**config.mk**
```make
export PLATFORM = sky130hd
export DESIGN_NAME = dsb_engine
export DESIGN_NICKNAME = d
export VERILOG_FILES = /design/src/rtl/dsb_pkg.sv /design/src/rtl/dsb_flag_array.sv /design/src/rtl/dsb_agent.sv /design/src/rtl/dsb_engine.sv
export SDC_FILE = /design/constraint.sdc
export NUM_CORES = 1
export LEC_CHECK = 0
export ABC_AREA = 1
export BUFFER_PORTS_ARGS = -buffer_cell sky130_fd_sc_hd__buf_2
export CAP_MARGIN = 20
export CORE_MARGIN = 4
export CORE_UTILIZATION = 47
export CTS_BUF_LIST = sky130_fd_sc_hd__clkbuf_16
export DETAILED_ROUTE_END_ITERATION = 8
export SYNTH_ARGS = -nofsm -noshare
export SYNTH_HDL_FRONTEND = slang
export SYNTH_HIERARCHICAL = 1
export SYNTH_SLANG_ARGS = --single-unit
```
**constraint.sdc**
```tcl
create_clock -name clk -period 4.39 [get_ports clk]
set_clock_uncertainty 0.15 [all_clocks]
set_input_delay 0.878 -clock clk [delete_from_list [all_inputs] [get_ports clk]]
set_output_delay 0.878 -clock clk [all_outputs]
set_load 0.03 [all_outputs]
```
**src/rtl/dsb_pkg.sv**
```systemverilog
// Package: shared types for the dissemination barrier engine.
// Assumes: nothing beyond IEEE 1800-2017 synthesizable types.
package dsb_pkg;

    // Per-participant sequencing state.
    typedef enum logic [2:0] {
        ST_IDLE,
        ST_WAIT_CLEAR,
        ST_SET,
        ST_WAIT_OWN,
        ST_CLEAR,
        ST_DONE
    } dsb_state_e;

endpackage

```
**src/rtl/dsb_flag_array.sv**
```systemverilog
// Module: register array holding one arrival flag per (participant, round).
// Each bit is set or cleared by a one-hot request vector. When both arrive
// for the same bit in one cycle, the set wins.
// Assumes: the requesters never set a bit that is already 1 and never clear
// a bit that is 0; the assertions below guard both.
module dsb_flag_array #(
    parameter int NFLAG = 8
) (
    input  logic             clk,
    input  logic             rst_n,
    input  logic [NFLAG-1:0] set_i,
    input  logic [NFLAG-1:0] clr_i,
    output logic [NFLAG-1:0] flag_q
);

    genvar b;
    generate
        for (b = 0; b < NFLAG; b++) begin : g_bit
            // Hold one flag; set dominates clear.
            always_ff @(posedge clk) begin
                if (!rst_n) begin
                    flag_q[b] <= 1'b0;
                end else if (set_i[b]) begin
                    flag_q[b] <= 1'b1;
                end else if (clr_i[b]) begin
                    flag_q[b] <= 1'b0;
                end
            end
        end
    endgenerate

    AST_SET_ONLY_EMPTY: assert property (@(posedge clk) disable iff (!rst_n)
        (set_i & flag_q) == '0);
    AST_CLEAR_ONLY_FULL: assert property (@(posedge clk) disable iff (!rst_n)
        (clr_i & ~flag_q) == '0);
    AST_SET_WINS: assert property (@(posedge clk) disable iff (!rst_n)
        ((set_i & clr_i) != '0) |=> ((flag_q & $past(set_i & clr_i)) == $past(set_i & clr_i)));

endmodule

```
**src/rtl/dsb_agent.sv**
```systemverilog
// Module: sequencer for one participant. It walks the rounds, asks for the
// set of its outgoing partner's flag and the clear of its own flag, and
// pulses done after the last round.
// Assumes: the flag values on partner_flag_i / own_flag_i refer to the round
// in stage_o and the partner in tgt_o during the same cycle.
module dsb_agent
    import dsb_pkg::*;
#(
    parameter int P      = 8,
    parameter int ID     = 0,
    parameter int STAGES = 3,
    parameter int IDX_W  = 3,
    parameter int STG_W  = 2
) (
    input  logic             clk,
    input  logic             rst_n,
    input  logic             start_i,
    input  logic             partner_flag_i,
    input  logic             own_flag_i,
    output logic             set_req_o,
    output logic             clr_req_o,
    output logic [IDX_W-1:0] tgt_o,
    output logic [STG_W-1:0] stage_o,
    output logic             done_o
);

    localparam logic [STG_W-1:0] LAST_STG = STG_W'(STAGES - 1);

    dsb_state_e       state_q, state_d;
    logic [STG_W-1:0] stage_q, stage_d;
    int unsigned      tgt_sum;

    // Outgoing partner for the current round: (ID + 2^stage) mod P.
    always_comb begin
        tgt_sum = ID + (32'd1 << stage_q);
        if (tgt_sum >= P) begin
            tgt_sum = tgt_sum - P;
        end
        tgt_o = IDX_W'(tgt_sum);
    end

    // Next-state and round-counter decision.
    always_comb begin
        state_d = state_q;
        stage_d = stage_q;
        unique case (state_q)
            ST_IDLE:       if (start_i) begin
                               state_d = ST_WAIT_CLEAR;
                               stage_d = '0;
                           end
            ST_WAIT_CLEAR: if (!partner_flag_i) state_d = ST_SET;
            ST_SET:        state_d = ST_WAIT_OWN;
            ST_WAIT_OWN:   if (own_flag_i) state_d = ST_CLEAR;
            ST_CLEAR:      if (stage_q == LAST_STG) begin
                               state_d = ST_DONE;
                           end else begin
                               state_d = ST_WAIT_CLEAR;
                               stage_d = stage_q + 1'b1;
                           end
            ST_DONE:       begin
                               state_d = ST_IDLE;
                               stage_d = '0;
                           end
            default:       state_d = ST_IDLE;
        endcase
    end

    // State and round registers.
    always_ff @(posedge clk) begin
        if (!rst_n) begin
            state_q <= ST_IDLE;
            stage_q <= '0;
        end else begin
            state_q <= state_d;
            stage_q <= stage_d;
        end
    end

    // Request and completion outputs decoded from the state.
    always_comb begin
        set_req_o = (state_q == ST_SET);
        clr_req_o = (state_q == ST_CLEAR);
        done_o    = (state_q == ST_DONE);
        stage_o   = stage_q;
    end

    AST_DONE_PULSE: assert property (@(posedge clk) disable iff (!rst_n)
        done_o |=> !done_o);
    AST_STAGE_RANGE: assert property (@(posedge clk) disable iff (!rst_n)
        stage_q <= LAST_STG);
    AST_BUSY_IGNORES_START: assert property (@(posedge clk) disable iff (!rst_n)
        (state_q == ST_WAIT_OWN && start_i && !own_flag_i) |=> (state_q == ST_WAIT_OWN && $stable(stage_q)));
    AST_OWN_SEEN_BEFORE_CLEAR: assert property (@(posedge clk) disable iff (!rst_n)
        clr_req_o |-> $past(own_flag_i));

endmodule

```
**src/rtl/dsb_engine.sv**
```systemverilog
// Module: top of the dissemination barrier. It builds one agent per
// participant and the shared flag array, and routes each agent's set request
// to the flag of its partner and its clear request to its own flag.
// Assumes: 2 <= P <= 16; start is a level or strobe per participant that
// is only sampled while that participant is idle.
module dsb_engine #(
    parameter int P = 8
) (
    input  logic         clk,
    input  logic         rst_n,
    input  logic [P-1:0] start,
    output logic [P-1:0] done
);

    localparam int S     = $clog2(P);
    localparam int IDX_W = $clog2(P);
    localparam int STG_W = (S > 1) ? $clog2(S) : 1;
    localparam int NFLAG = P * S;

    logic [P-1:0]     set_req, clr_req, pflag, oflag;
    logic [IDX_W-1:0] tgt   [P];
    logic [STG_W-1:0] stg   [P];
    logic [NFLAG-1:0] set_vec, clr_vec, flags;

    genvar gi;
    generate
        for (gi = 0; gi < P; gi++) begin : g_agent
            dsb_agent #(
                .P(P), .ID(gi), .STAGES(S), .IDX_W(IDX_W), .STG_W(STG_W)
            ) u_agent (
                .clk            (clk),
                .rst_n          (rst_n),
                .start_i        (start[gi]),
                .partner_flag_i (pflag[gi]),
                .own_flag_i     (oflag[gi]),
                .set_req_o      (set_req[gi]),
                .clr_req_o      (clr_req[gi]),
                .tgt_o          (tgt[gi]),
                .stage_o        (stg[gi]),
                .done_o         (done[gi])
            );
        end
    endgenerate

    // Gather set requests onto the flag they target and clears onto own flags.
    always_comb begin
        set_vec = '0;
        clr_vec = '0;
        for (int i = 0; i < P; i++) begin
            if (set_req[i]) begin
                set_vec[int'(tgt[i]) * S + int'(stg[i])] = 1'b1;
            end
            if (clr_req[i]) begin
                clr_vec[i * S + int'(stg[i])] = 1'b1;
            end
        end
    end

    // Present each agent with its partner's and its own flag for its round.
    always_comb begin
        for (int i = 0; i < P; i++) begin
            pflag[i] = flags[int'(tgt[i]) * S + int'(stg[i])];
            oflag[i] = flags[i * S + int'(stg[i])];
        end
    end

    dsb_flag_array #(.NFLAG(NFLAG)) u_flags (
        .clk    (clk),
        .rst_n  (rst_n),
        .set_i  (set_vec),
        .clr_i  (clr_vec),
        .flag_q (flags)
    );

    AST_ONE_SETTER_PER_CYCLE: assert property (@(posedge clk) disable iff (!rst_n)
        $countones(set_vec) == $countones(set_req));
    AST_RESET_FLAGS_EMPTY: assert property (@(posedge clk)
        $past(!rst_n) |-> (flags == '0 && done == '0));

endmodule

```
==> flow_summary.toml, run 1 <==
[place]
place_ws_ns = 0.5660
post-dp-hpwl_um = 31110
place_congestion = 1.076
port_buffers = 17

[worst_setup_path]
cp.arrival_ns = 3.95
cp.buffers_inverters = 2
max_stage_delay_ns = 0.53
reg2reg_slack_ns = 0.52
critPathKind = "flip-flop to flip-flop"
path_max_fanout = 11
setup.worst_path.start_class = "flip-flop"
cp.required_ns = 4.47
slowest_stage = "dfxtp_1"
cp_top_family = "adder cells"
crit_path_end_kind = "flip-flop"
worstPathCellList = "inv_1 > ha_1 > xor2_1 > fa_1 > ha_1 > fa_1 > xnor2_1 > nor2_4 > nand3_1 > nand2_1 > nor2_1 > nand3_1 > inv_1 > a21oi_2"

[die]
num_rows = 53
floorplan.core_area_sq_um = 21290
die_x_um = 156.2
chipHeight_um = 156.2
dieArea_sq_um = 24390
ioPinCount = 18
start_util = 0.4847

[cells_and_area]
seq_area_sq_um = 1281
finalNetCount = 1954
final_layout_size_suffix_gt1_frac = 0.07796
area_delta_synth_final_pct = 5.397
fillers = 2346
mostFrequentLayoutCell = "nand2_1"
layout_common_cells = "nand2_1 (430), nor2_1 (346), inv_1 (309)"
multi_input_area_sq_um = 7572

[yosys]
yosysWarnings = 6
yosysUniqueCellTypes = 41
syn_inst = 1848
synth_edf_count = 0
synthArstFlopShare = 0
syn_area_sq_um = 10320
yosysTopAreaCell = "nand2_1"
synth_top_area_frac = 0.1564
synth.area.top_cells = "nand2_1 (16%), nor2_1 (13%), dfxtp_1 (12%)"
seq_area_frac_synth = 0.1242
synth_seq_cells = 64
syn_avg_cell_area_sq_um = 5.583
synth_fp_nets = 1960
yosys_most_used_dff = "dfxtp_1"

[cts]
clk_latency_ns = 0.36
clk_pin_slew_ns = 0.07
cts_tree = "done"
post-cts-setup-buffers = 0
htree_num_levels = 3
hold_buffers = 0
cts.path.max_buffers = 2
cts_resized = 0
clock-sinks = 64
cts_root_buffer = "clkbuf_16"
numCtsBuffers = 9

[global_route]
grt_max_degree = 25
grt-ovfl-total = 0
grt_util_all_layers = 0.3315
grt_antenna_before_repair = 0
grt_pass1_wl_um = 63120
grt_pass1_vias = 11070

[timing]
clock.fmax_mhz = 258.3
hold_viol = 0
relSlewSlack = 0.4797
finalSetupTns_ns = 0
finalCritPeriodShare = 0.8820
maxSlewViolCount = 0
final.min_clock_period_ns = 3.872
timing.final.ws_setup_ns = 0.5181
worst_pin_slew_ns = 0.7794
rsz0062_at_grt = "false"
setup_violations = 0

[routing]
drtAntennaViolNets = 0
via_count = 11980
post_drt_wl_per_cell_um = 18.98
drt_iter0_drc = 1362
via_per_inst = 5.642
post-route-drc-count = 0
first_pass_iters = 6
wirelength_um = 40300

[worst_hold_path]
hold_class = "flip-flop to flip-flop"

[job]
drv_cap = 0

[run_status]
status = "finished clean"
flip-flops by register name, indices dropped and copies added (netlist names):
name	cells
g_agent.u_agent/stage_o	16
g_agent.u_agent/state_q	24
u_flags/flag_q	24
worst paths after layout:
path,from,end,cells after the start
worst max-delay path,g_agent[5].u_agent/stage_o[0]$_SDFFE_PN0P_,u_flags/flag_q[11]$_SDFFE_PN0P_,14
worst min-delay path,g_agent[3].u_agent/stage_o[0]$_SDFFE_PN0P_,g_agent[3].u_agent/stage_o[0]$_SDFFE_PN0P_,2
worst max register to register,g_agent[5].u_agent/stage_o[0]$_SDFFE_PN0P_,u_flags/flag_q[11]$_SDFFE_PN0P_,14
worst min register to register,g_agent[3].u_agent/stage_o[0]$_SDFFE_PN0P_,g_agent[3].u_agent/stage_o[0]$_SDFFE_PN0P_,2
final cells by class:
| type | count | area share |
|---|---|---|
| Timing Repair Buffer | 30 | 0.01680 |
| Clock inverter | 7 | 0.006674 |
| Clock buffer | 9 | 0.02071 |
| Sequential cell | 64 | 0.1178 |
| Tap cell | 275 | 0.03164 |
| Inverter | 318 | 0.1098 |
| Antenna cell | 1 | 0.0002301 |
| Multi-Input combinational cell | 1419 | 0.6964 |
cell usage after synthesis, types with 9 or more instances:
cell      number
fa_1          16
clkbuf_1      12
nand2_2       16
nand2_1      430
o21ai_0       39
a21oi_2       25
dfxtp_1       64
ha_1          86
nor2_2        19
nor2_1       346
nand3_2        9
nand3_1      189
nand4_1      108
inv_1        309
buf_2         19
a21oi_1       68
inv_2          9
through the flow:
step           hold WS, ns  utilization  std cells  cell area [sq um]
2_1_floorplan       0.2939            -       1848              10320
3_3_place_gp        0.3608       0.4967       2106              10570
3_5_place_dp        0.3692       0.4967       2106              10570
4_1_cts             0.3776       0.5107       2122              10870
5_1_grt             0.4133       0.5107       2122              10870
6_report            0.3751       0.5108       2123              10870
cells by family (layout without fill, tap and decap cells):
| kind of cell | Yosys count | in the layout | synth area share |
|---|---|---|---|
| buffers and inverters | 365 | 364 | 0.1419 |
| adder cells (fa/ha/maj) | 102 | 102 | 0.1353 |
| other | 0 | 1 | 0 |
| AND/OR/NAND/NOR | 1137 | 1137 | 0.4865 |
| flip-flops | 64 | 64 | 0.1242 |
| XOR/XNOR | 12 | 12 | 0.01383 |
| AO/OA/AOI/OAI | 168 | 168 | 0.09823 |
tightest hold or removal path, cell delays in order (launching register included):
cell and delay, ns:
dfxtp_1 0.33, nor2_1 0.10, nor2_1 0.05
per-layer routing:
metal | GRT usage | vias to the layer above | routed length, um
li1 | - | 5879 | -
met1 | 0.4473 | 5339 | 17230
met2 | 0.5124 | 617 | 17030
met3 | 0.05881 | 144 | 3696
met4 | 0.1591 | 0 | 2342
met5 | 0 | - | 0
Power of run 1 is left out: the tool's default activity adds up to more than one toggle a clock period on the data nets, which glitch-free logic cannot reach.
==> run 2: changes to the inputs <==
- BUFFER_PORTS_ARGS: -buffer_cell sky130_fd_sc_hd__buf_2 -> unset
- CORE_ASPECT_RATIO: unset -> 1.25
- DONT_BUFFER_PORTS: unset -> 1
==> run 2 against run 1 <==
  * The run now ends with DRC left
  * Sequential share of layout area up 0.10 points
  * Cell area fell by 0.84%
  * Cell count decreased by 0.66%
  * Highest routed layer unchanged
==> flow_summary.toml, run 2 (synthesized netlist as in run 1, its figures left out) <==
[cts]
cts.path.max_buffers = 2
numCtsBuffers = 9
htree_num_levels = 3
cts_tree = "done"
clock-sinks = 64
cts_root_buffer = "clkbuf_16"
clk_pin_slew_ns = 0.06
cts_resized = 0
clk_latency_ns = 0.36
hold_buffers = 0
post-cts-setup-buffers = 0

[worst_hold_path]
min_from = "u_flags/flag_q[22]$_SDFFE_PN0P_"
holdPathEnd = "u_flags/flag_q[22]$_SDFFE_PN0P_"
hold_class = "flip-flop to flip-flop"
min_path_cells = 2

[cells_and_area]
utilization = 0.5005
mostFrequentLayoutCell = "nand2_1"
multi_input_area_sq_um = 7572
fillers = 2392
final_layout_size_suffix_gt1_frac = 0.06885
layout_common_cells = "nand2_1 (430), nor2_1 (346), inv_1 (310)"
area_delta_synth_final_pct = 4.511
finalNetCount = 1937
num_antenna_cells = 0
seq_area_sq_um = 1281

[worst_setup_path]
setup.worst_path.start_class = "flip-flop"
path_max_fanout = 19
crit_path_end_kind = "flip-flop"
critPathKind = "flip-flop to flip-flop"
reg2reg_slack_ns = 0.47
reg2reg_from = "g_agent[1].u_agent/stage_o[0]$_SDFFE_PN0P_"
cp.arrival_ns = 3.98
cp.required_ns = 4.45
rr_worst_depth = 14
worstReg2RegEnd = "u_flags/flag_q[5]$_SDFFE_PN0P_"

[global_route]
grt_util_all_layers = 0.3272
grt_pass1_vias = 11140
grt_antenna_before_repair = 0
grt_pass1_wl_um = 62310
grt_max_degree = 29
grt-ovfl-total = 0

[job]
drv_cap = 0

[die]
floorplan.core_area_sq_um = 21550
die_x_um = 140.5
chipHeight_um = 173.7
start_util = 0.4789
num_rows = 60
dieArea_sq_um = 24400
ioPinCount = 18

[timing]
timing.final.ws_setup_ns = 0.4665
clock.fmax_mhz = 254.9
worst_pin_slew_ns = 0.9230
finalSetupTns_ns = 0
maxSlewViolCount = 0
rsz0062_at_grt = "false"
setup_violations = 0
hold_viol = 0
final.min_clock_period_ns = 3.924
finalCritPeriodShare = 0.8937
relSlewSlack = 0.3799

[routing]
wirelength_um = 40990
post_drt_wl_per_cell_um = 19.43
via_per_inst = 5.668
drt_iter0_drc = 1135
drtAntennaViolNets = 0
first_pass_iters = 9
post-route-drc-count = 3
via_count = 11950

[run_status]
violations = "DRC"
status = "complete, but fails checks"

[place]
place_congestion = 1.077
place_ws_ns = 0.5265
port_buffers = 0
post-dp-hpwl_um = 31440
-- run 2: worst max-delay path by stage --
stage	startpoint	to	slack, ns	cells after the start
final	g_agent[1].u_agent/stage_o[0]$_SDFFE_PN0P_	u_flags/flag_q[5]$_SDFFE_PN0P_	0.47	14
after global placement	g_agent[1].u_agent/stage_o[0]$_SDFFE_PN0P_	g_agent[1].u_agent/state_q[0]$_SDFFE_PN0P_	0.62	16
after CTS	g_agent[1].u_agent/stage_o[0]$_SDFFE_PN0P_	g_agent[1].u_agent/state_q[1]$_SDFFE_PN0P_	0.51	17
after floorplan	g_agent[1].u_agent/stage_o[0]$_SDFFE_PN0P_	g_agent[1].u_agent/state_q[1]$_SDFFE_PN0P_	0.73	17
after global routing	g_agent[1].u_agent/stage_o[0]$_SDFFE_PN0P_	g_agent[1].u_agent/state_q[0]$_SDFFE_PN0P_	0.11	16
after detailed placement	g_agent[1].u_agent/stage_o[0]$_SDFFE_PN0P_	g_agent[1].u_agent/state_q[0]$_SDFFE_PN0P_	0.53	16
-- run 2: per-layer routing --
layer,global-route usage,vias to the layer above,routed length (um)
li1,-,5852,-
met1,0.3929,5424,16030
met2,0.5393,508,18730
met3,0.04994,169,3077
met4,0.2116,0,3154
met5,0,-,0
-- run 2: critical path, cell delays in order, from the launching register on --
cell and delay (ns):
dfxtp_1 0.59, inv_1 0.17, ha_1 0.26, xor2_1 0.31
fa_1 0.47, ha_1 0.24, fa_1 0.42, nand2_1 0.11
nand2_2 0.22, nand4_1 0.20, nand2_1 0.08, nor2_1 0.13
nand3_1 0.23, inv_1 0.12, a21oi_1 0.06
-- run 2: layout make-up --
class / instances / share of cell area
inverters: 318 / 0.1107
multi-input cells: 1419 / 0.7023
repair buffers: 13 / 0.009051
clock inverters: 7 / 0.005918
flip-flops and latches: 64 / 0.1188
well taps: 279 / 0.03237
clock buffers: 9 / 0.02089
-- run 2: metrics by stage --
step / std cells / hold WS, ns / cell area, sq um
final: 2109 / 0.3429 / 10780
after floorplan: 1848 / 0.2939 / 10320
after CTS: 2109 / 0.3388 / 10780
after global placement: 2093 / 0.3249 / 10490
after global routing: 2109 / 0.3871 / 10780
after detailed placement: 2093 / 0.3305 / 10490
Power of run 2 is left out for the same reason.
